**src/rtl/acc_cpu_pkg.sv**
```systemverilog
package acc_cpu_pkg;

   localparam int SEL_W = 3;
   localparam int NSRC  = 1 << SEL_W;
   localparam int OPC_W = 4;

   typedef enum logic [SEL_W-1:0] {
      BUS_NONE = 3'd0,
      BUS_MAR  = 3'd1,
      BUS_PC   = 3'd2,
      BUS_MBR  = 3'd3,
      BUS_AC   = 3'd4,
      BUS_INR  = 3'd5,
      BUS_OUTR = 3'd6,
      BUS_IR   = 3'd7
   } bus_id_e;

   localparam logic [OPC_W-1:0] OPC_LOAD  = 4'd1;
   localparam logic [OPC_W-1:0] OPC_STORE = 4'd2;
   localparam logic [OPC_W-1:0] OPC_ADD   = 4'd3;
   localparam logic [OPC_W-1:0] OPC_SUBT  = 4'd4;
   localparam logic [OPC_W-1:0] OPC_INPUT = 4'd5;
   localparam logic [OPC_W-1:0] OPC_OUT   = 4'd6;
   localparam logic [OPC_W-1:0] OPC_HALT  = 4'd7;
   localparam logic [OPC_W-1:0] OPC_SKIP  = 4'd8;
   localparam logic [OPC_W-1:0] OPC_JUMP  = 4'd9;

   typedef enum logic [1:0] {
      ALU_PASS = 2'd0,
      ALU_ADD  = 2'd1,
      ALU_SUB  = 2'd2
   } alu_op_e;

   typedef enum logic [3:0] {
      ST_F0, ST_F1, ST_F2, ST_F3, ST_DC,
      ST_RD, ST_MB, ST_EX,
      ST_ST0, ST_WR,
      ST_IN1, ST_OUT, ST_SK, ST_HLT
   } seq_st_e;

endpackage

```
**src/rtl/acc_cpu_bus.sv**
```systemverilog
module acc_cpu_bus
   import acc_cpu_pkg::*;
#(
   parameter int DATA_W    = 16,
   parameter int MUX_STYLE = 0
) (
   input  logic [SEL_W-1:0]             sel,
   input  logic [NSRC-1:0][DATA_W-1:0]  srcs,
   output logic [DATA_W-1:0]            bus
);

   if (MUX_STYLE == 0) begin : g_andor
      logic [NSRC-1:0][DATA_W-1:0] gated;
      for (genvar g = 0; g < NSRC; g++) begin : g_gate
         assign gated[g] = (sel == SEL_W'(g)) ? srcs[g] : '0;
      end
      always_comb begin
         bus = '0;
         for (int i = 0; i < NSRC; i++) begin
            bus = bus | gated[i];
         end
      end
   end else begin : g_index
      assign bus = srcs[sel];
   end

endmodule

```
**src/rtl/acc_cpu_alu.sv**
```systemverilog
module acc_cpu_alu
   import acc_cpu_pkg::*;
#(
   parameter int DATA_W     = 16,
   parameter int ALU_SHARED = 1
) (
   input  logic [DATA_W-1:0] a,
   input  logic [DATA_W-1:0] b,
   input  alu_op_e           op,
   output logic [DATA_W-1:0] y,
   output logic              a_neg,
   output logic              a_zero
);

   logic [DATA_W-1:0] arith;

   if (ALU_SHARED != 0) begin : g_shared
      logic              do_sub;
      logic [DATA_W-1:0] b_eff;
      assign do_sub = (op == ALU_SUB);
      assign b_eff  = do_sub ? ~b : b;
      assign arith  = a + b_eff + DATA_W'(do_sub);
   end else begin : g_split
      logic [DATA_W-1:0] sum_v;
      logic [DATA_W-1:0] dif_v;
      assign sum_v = a + b;
      assign dif_v = a - b;
      assign arith = (op == ALU_SUB) ? dif_v : sum_v;
   end

   assign y      = (op == ALU_PASS) ? b : arith;
   assign a_neg  = a[DATA_W-1];
   assign a_zero = (a == '0);

endmodule

```
**src/rtl/acc_cpu_seq.sv**
```systemverilog
module acc_cpu_seq
   import acc_cpu_pkg::*;
(
   input  logic             clk,
   input  logic             rst_n,
   input  logic [OPC_W-1:0] opcode,
   input  logic [1:0]       cond,
   input  logic             ac_neg,
   input  logic             ac_zero,
   output bus_id_e          src,
   output bus_id_e          dst,
   output alu_op_e          alu_op,
   output logic             mem_rd,
   output logic             mem_wr,
   output logic             mbr_ld_mem,
   output logic             pc_inc,
   output logic             inr_ld,
   output logic             halted
);

   seq_st_e state_q, state_d;
   logic    take_skip;

   always_comb begin
      unique case (cond)
         2'b00:   take_skip = ac_neg;
         2'b01:   take_skip = ac_zero;
         2'b10:   take_skip = !ac_neg && !ac_zero;
         default: take_skip = 1'b0;
      endcase
   end

   always_comb begin
      state_d    = state_q;
      src        = BUS_NONE;
      dst        = BUS_NONE;
      alu_op     = ALU_PASS;
      mem_rd     = 1'b0;
      mem_wr     = 1'b0;
      mbr_ld_mem = 1'b0;
      pc_inc     = 1'b0;
      inr_ld     = 1'b0;
      halted     = 1'b0;
      unique case (state_q)
         ST_F0: begin
            src     = BUS_PC;
            dst     = BUS_MAR;
            state_d = ST_F1;
         end
         ST_F1: begin
            mem_rd  = 1'b1;
            state_d = ST_F2;
         end
         ST_F2: begin
            mbr_ld_mem = 1'b1;
            state_d    = ST_F3;
         end
         ST_F3: begin
            src     = BUS_MBR;
            dst     = BUS_IR;
            pc_inc  = 1'b1;
            state_d = ST_DC;
         end
         ST_DC: begin
            state_d = ST_F0;
            case (opcode)
               OPC_LOAD, OPC_ADD, OPC_SUBT: begin
                  src     = BUS_IR;
                  dst     = BUS_MAR;
                  state_d = ST_RD;
               end
               OPC_STORE: begin
                  src     = BUS_IR;
                  dst     = BUS_MAR;
                  state_d = ST_ST0;
               end
               OPC_INPUT: begin
                  inr_ld  = 1'b1;
                  state_d = ST_IN1;
               end
               OPC_OUT:  state_d = ST_OUT;
               OPC_HALT: state_d = ST_HLT;
               OPC_SKIP: state_d = ST_SK;
               OPC_JUMP: begin
                  src = BUS_IR;
                  dst = BUS_PC;
               end
               default: state_d = ST_F0;
            endcase
         end
         ST_RD: begin
            mem_rd  = 1'b1;
            state_d = ST_MB;
         end
         ST_MB: begin
            mbr_ld_mem = 1'b1;
            state_d    = ST_EX;
         end
         ST_EX: begin
            src     = BUS_MBR;
            dst     = BUS_AC;
            state_d = ST_F0;
            if (opcode == OPC_ADD) begin
               alu_op = ALU_ADD;
            end else if (opcode == OPC_SUBT) begin
               alu_op = ALU_SUB;
            end
         end
         ST_ST0: begin
            src     = BUS_AC;
            dst     = BUS_MBR;
            state_d = ST_WR;
         end
         ST_WR: begin
            mem_wr  = 1'b1;
            state_d = ST_F0;
         end
         ST_IN1: begin
            src     = BUS_INR;
            dst     = BUS_AC;
            state_d = ST_F0;
         end
         ST_OUT: begin
            src     = BUS_AC;
            dst     = BUS_OUTR;
            state_d = ST_F0;
         end
         ST_SK: begin
            pc_inc  = take_skip;
            state_d = ST_F0;
         end
         ST_HLT: begin
            halted  = 1'b1;
            state_d = ST_HLT;
         end
         default: state_d = ST_F0;
      endcase
   end

   always_ff @(posedge clk or negedge rst_n) begin
      if (!rst_n) begin
         state_q <= ST_F0;
      end else begin
         state_q <= state_d;
      end
   end

endmodule

```
**src/rtl/acc_bus_cpu.sv**
```systemverilog
module acc_bus_cpu
   import acc_cpu_pkg::*;
#(
   parameter int DATA_W     = 16,
   parameter int ADDR_W     = 12,
   parameter int MUX_STYLE  = 0,
   parameter int ALU_SHARED = 1
) (
   input  logic              clk,
   input  logic              rst_n,
   output logic [ADDR_W-1:0] mem_addr,
   output logic              mem_rd,
   output logic              mem_wr,
   output logic [DATA_W-1:0] mem_wdata,
   input  logic [DATA_W-1:0] mem_rdata,
   input  logic [DATA_W-1:0] in_data,
   output logic [DATA_W-1:0] out_data,
   output logic              halted,
   output logic [SEL_W-1:0]  bus_src,
   output logic [SEL_W-1:0]  bus_dst,
   output logic [ADDR_W-1:0] pc_o,
   output logic [DATA_W-1:0] ac_o
);

   localparam int PAD_W = DATA_W - ADDR_W;

   if (DATA_W != OPC_W + ADDR_W) begin : g_bad_fmt
      $error("instruction word must be opcode plus address field");
   end
   if (ADDR_W < 2) begin : g_bad_addr
      $error("address field too narrow for the skip condition");
   end
   if (MUX_STYLE < 0 || MUX_STYLE > 1) begin : g_bad_mux
      $error("MUX_STYLE must be 0 or 1");
   end

   logic [ADDR_W-1:0] mar_q, pc_q;
   logic [DATA_W-1:0] mbr_q, ac_q, ir_q, inr_q, outr_q;

   bus_id_e src_sel, dst_sel;
   alu_op_e alu_op;
   logic    seq_rd, seq_wr, mbr_ld_mem, pc_inc, inr_ld, seq_halt;
   logic    ac_neg, ac_zero;

   logic [NSRC-1:0][DATA_W-1:0] srcs;
   logic [DATA_W-1:0]           bus_v;
   logic [DATA_W-1:0]           alu_y;

   always_comb begin
      srcs                 = '0;
      srcs[int'(BUS_MAR)]  = {{PAD_W{1'b0}}, mar_q};
      srcs[int'(BUS_PC)]   = {{PAD_W{1'b0}}, pc_q};
      srcs[int'(BUS_MBR)]  = mbr_q;
      srcs[int'(BUS_AC)]   = ac_q;
      srcs[int'(BUS_INR)]  = inr_q;
      srcs[int'(BUS_OUTR)] = outr_q;
      srcs[int'(BUS_IR)]   = {{PAD_W{1'b0}}, ir_q[ADDR_W-1:0]};
   end

   acc_cpu_bus #(
      .DATA_W    (DATA_W),
      .MUX_STYLE (MUX_STYLE)
   ) u_bus (
      .sel  (src_sel),
      .srcs (srcs),
      .bus  (bus_v)
   );

   acc_cpu_alu #(
      .DATA_W     (DATA_W),
      .ALU_SHARED (ALU_SHARED)
   ) u_alu (
      .a      (ac_q),
      .b      (bus_v),
      .op     (alu_op),
      .y      (alu_y),
      .a_neg  (ac_neg),
      .a_zero (ac_zero)
   );

   acc_cpu_seq u_seq (
      .clk        (clk),
      .rst_n      (rst_n),
      .opcode     (ir_q[DATA_W-1 -: OPC_W]),
      .cond       (ir_q[ADDR_W-1 -: 2]),
      .ac_neg     (ac_neg),
      .ac_zero    (ac_zero),
      .src        (src_sel),
      .dst        (dst_sel),
      .alu_op     (alu_op),
      .mem_rd     (seq_rd),
      .mem_wr     (seq_wr),
      .mbr_ld_mem (mbr_ld_mem),
      .pc_inc     (pc_inc),
      .inr_ld     (inr_ld),
      .halted     (seq_halt)
   );

   always_ff @(posedge clk or negedge rst_n) begin
      if (!rst_n) begin
         mar_q  <= '0;
         pc_q   <= '0;
         mbr_q  <= '0;
         ac_q   <= '0;
         ir_q   <= '0;
         inr_q  <= '0;
         outr_q <= '0;
      end else begin
         if (dst_sel == BUS_MAR) begin
            mar_q <= bus_v[ADDR_W-1:0];
         end
         if (dst_sel == BUS_PC) begin
            pc_q <= bus_v[ADDR_W-1:0];
         end else if (pc_inc) begin
            pc_q <= pc_q + 1'b1;
         end
         if (mbr_ld_mem) begin
            mbr_q <= mem_rdata;
         end else if (dst_sel == BUS_MBR) begin
            mbr_q <= bus_v;
         end
         if (dst_sel == BUS_AC) begin
            ac_q <= alu_y;
         end
         if (dst_sel == BUS_IR) begin
            ir_q <= bus_v;
         end
         if (inr_ld) begin
            inr_q <= in_data;
         end
         if (dst_sel == BUS_OUTR) begin
            outr_q <= bus_v;
         end
      end
   end

   assign mem_addr  = mar_q;
   assign mem_rd    = seq_rd;
   assign mem_wr    = seq_wr;
   assign mem_wdata = mbr_q;
   assign out_data  = outr_q;
   assign halted    = seq_halt;
   assign bus_src   = src_sel;
   assign bus_dst   = dst_sel;
   assign pc_o      = pc_q;
   assign ac_o      = ac_q;

endmodule

```
**config.mk**
```make
export PLATFORM = sky130hd
export DESIGN_NAME = acc_bus_cpu
export DESIGN_NICKNAME = d
export VERILOG_FILES = /design/src/rtl/acc_cpu_pkg.sv /design/src/rtl/acc_cpu_bus.sv /design/src/rtl/acc_cpu_alu.sv /design/src/rtl/acc_cpu_seq.sv /design/src/rtl/acc_bus_cpu.sv
export SDC_FILE = /design/constraint.sdc
export NUM_CORES = 1
export LEC_CHECK = 0
export BUFFER_PORTS_ARGS = -buffer_cell sky130_fd_sc_hd__clkbuf_2
export CAP_MARGIN = 0
export CORE_AREA = 2 2 128 99
export CTS_BUF_LIST = sky130_fd_sc_hd__clkbuf_8
export DETAILED_ROUTE_END_ITERATION = 8
export DIE_AREA = 0 0 130 101
export MAX_ROUTING_LAYER = met4
export PLACE_DENSITY = 0.77
export SLEW_MARGIN = 20
export SYNTH_ARGS = -nofsm -noshare
export SYNTH_HDL_FRONTEND = slang
export SYNTH_SLANG_ARGS = --single-unit
```
**constraint.sdc**
```tcl
create_clock -name clk -period 3.9 [get_ports clk]
set_clock_uncertainty 0.15 [all_clocks]
set_input_delay 0.195 -clock clk [delete_from_list [all_inputs] [get_ports clk]]
set_output_delay 0.195 -clock clk [all_outputs]
set_load 0.05 [all_outputs]
```
==> flow_summary.json <==
{
  "status": "finished clean",
  "fillCellCount": 969,
  "via_count_of_the_first_global_routing_pass": 5682,
  "worst_skew_pair.late_latency_ns": 0.39,
  "dr.pass1.iters": 9,
  "clk_root_buffer_cell": "clkbuf_8",
  "timing.final.crit_share": 0.993,
  "viasPerCell": 5.89,
  "overflow": 0,
  "synthDominantCellAreaShare": 0.449,
  "leakagePower_nw": 3.76,
  "ys_ff_latch": 108,
  "worstSetupEndpointType": "register",
  "routed_wire_length_per_instance_microns": 19.6,
  "die_w_microns": 130,
  "drtIter0Drc": 560,
  "syn_area_per_cell_sq_um": 9.25,
  "total_wirelength_of_the_detailed_routed_design_mm": 19.8,
  "irDropWorstVdd_mv": 0.652,
  "initial_core_util": 0.504,
  "timing.setup.critical_path_class": "register to register",
  "setup_viol": 0,
  "postLayoutCellArea_sq_um": 8000,
  "final_cell_mix": "clkbuf_2, dfrtp_1, nand2_1",
  "fp.dieArea_sq_um": 13100,
  "drive_above_1_share": 0.329,
  "flow.area_growth_from_synthesis_pct": 32.7,
  "timing.critical_path.from": "u_seq.state_q[3]",
  "grt_start_max_net_pins": 45,
  "rows": 35,
  "final_nets": 894,
  "max_freq_mhz": 258,
  "setup_tns_ns": 0,
  "worst_setup_hold_path_clk_slew_ns": 0.10,
  "timing.rr.start": "u_seq.state_q[3]",
  "required_worst_endpoint_ns": 4.00,
  "timing.critical_path.from_type": "register",
  "slew_viol_final": 0,
  "synth.largest_area_cell": "dfrtp_1",
  "max-cap-violations": 0,
  "post_syn_area_sq_um": 6020,
  "post-layout-total-power_mw": 7.17,
  "fin_worst_hold_slack_ns": 0.203,
  "antenna_found_initial": 0,
  "synth-edff-count": 0,
  "place.detailed.hpwl_mm": 14.0,
  "cts.sink_count": 108,
  "grt_setup_unrepaired": "yes",
  "tritoncts.num_buffers": 9,
  "place.detailed.instances": 952,
  "place_congestion": 0.948,
  "synthArstFlopShare": 1.00,
  "ctsLongestPathBuffers": 2,
  "synth.yosys.seq_area_share": 0.449,
  "num_io_pins": 115,
  "final_core_util": 0.669,
  "final-hold-violation-count": 0,
  "ant_nets": 0,
  "max_slew_margin": 0.332,
  "finalWorstPathRequiredPeriod_ns": 3.87,
  "tritoncts_clock_tree": "done",
  "yosys-top-cells-area": "dfrtp_1, nand2_1, o21ai_0",
  "post-route-drc-count": 0,
  "grt_pass1_wl_mm": 30.4,
  "vias": 5973,
  "globalRouteTotalUtil": 0.312,
  "synth_cell_types": 65,
  "setup_slack_ns": 0.0277,
  "yosys_warnings": 0,
  "critPathArrivalTime_ns": 3.97,
  "io_buffer_count": 114,
  "cell_count_after_synthesis": 651,
  "die_height_microns": 101,
  "instances_no_fill": 1014,
  "synth_flop_cell": "dfrtp_1",
  "power_per_cell_area_nw_per_um2": 897,
  "final_common_cell": "clkbuf_2",
  "placed_area_sq_um": 7190,
  "antenna_cells_inserted": 0,
  "slew_at_the_pin_closest_to_its_max_slew_limit_ns": 0.996,
  "core-area_sq_um": 12000,
  "cts_max_level": 3,
  "worstHoldPathType": "input pin to async pin",
  "syn_nets": 702,
  "critPathMaxFanout": 9,
  "place_ws_ns": -0.112
}
==> what timing repair did <==
item,CTS,global route
hold buffers,33,0
hold endpoints to repair,74,0
pin swaps,9,19
endpoints found under the setup margin,4,6
gates cloned,0,2
gates resized for setup,14,18
buffers inserted,1,10
==> power breakdown <==
part | total (mW) | switching, mW | internal [mW]
clock | 0.755 | 0.425 | 0.329
sequential | 2.04 | 0.468 | 1.57
combinational | 4.37 | 2.88 | 1.49
total | 7.17 | 3.78 | 3.39
==> sequential cells by signal (all words and copies together) (netlist names) <==
signal	count
inr_q	16
ir_q	16
mem_addr	12
u_seq.state_q	4
mem_wdata	16
ac_o	16
out_data	16
pc_o	12
==> final timing paths <==
path / end / slack [ns] / depth (start not counted)
worst max-delay path: ac_o[14] / 0.03 / 17
worst min-delay path: inr_q[12] / 0.20 / 2
worst max register to register: ac_o[14] / 0.03 / 17
worst min register to register: out_data[13] / 0.34 / 2
max in group asynchronous: u_seq.state_q[0] / 2.45 / 3
min in group clk: out_data[13] / 0.34 / 2
==> cell type report <==
type,count,area [sq um],area share
clock buffer,10,138,0.0172
clock inverter,6,81.3,0.0102
multi-input combinational,483,3240,0.405
inverter,11,41.3,0.00516
tap,166,208,0.0260
timing repair buffer,230,1590,0.198
sequential,108,2710,0.338
==> per-layer routing <==
metal | global-route usage | wire (microns)
met1 | 0.421 | 8810
met2 | 0.489 | 9420
met3 | 0.0483 | 1220
met4 | 0.0943 | 395
met5 | - | 0
==> critical path, stage by stage, from the launching register on <==
cell and delay [ns]:
dfrtp_1 0.43, buf_6 0.14, and3b_2 0.32, buf_4 0.23, nand4_4 0.16, buf_4 0.22, xor2_1 0.17, ha_1 0.34
a21o_1 0.20, a21oi_2 0.15, o21bai_1 0.09, a21oi_2 0.16, o21bai_1 0.09, a21oi_2 0.21, o21ai_2 0.11, o31ai_2 0.26
mux2i_1 0.21, o21ai_0 0.08
==> synth_stat cells, types with 7 or more instances <==
cell	number
dfrtp_1	108
nand2_1	95
o21ai_0	71
a21oi_1	54
clkbuf_1	38
nor2_1	31
xor2_1	21
a22oi_1	20
mux2_2	17
ha_1	16
a222oi_1	15
nand3_1	12
inv_1	11
o221ai_1	10
xnor2_1	9
nand2b_1	7
nor3_1	7
==> logic make-up (layout without fill, tap and decap cells) <==
group,count (synthesis),in the layout,synth area share
xor gates and xnor gates,31,31,0.0463
AOI/OAI and AO/OA,216,216,0.230
adders and majority gates,17,17,0.0366
muxes,21,21,0.0384
buffers and inverters,60,257,0.0405
and+or+nand+nor,198,198,0.160
DFF,108,108,0.449
Power figures use the tool's default switching activity.
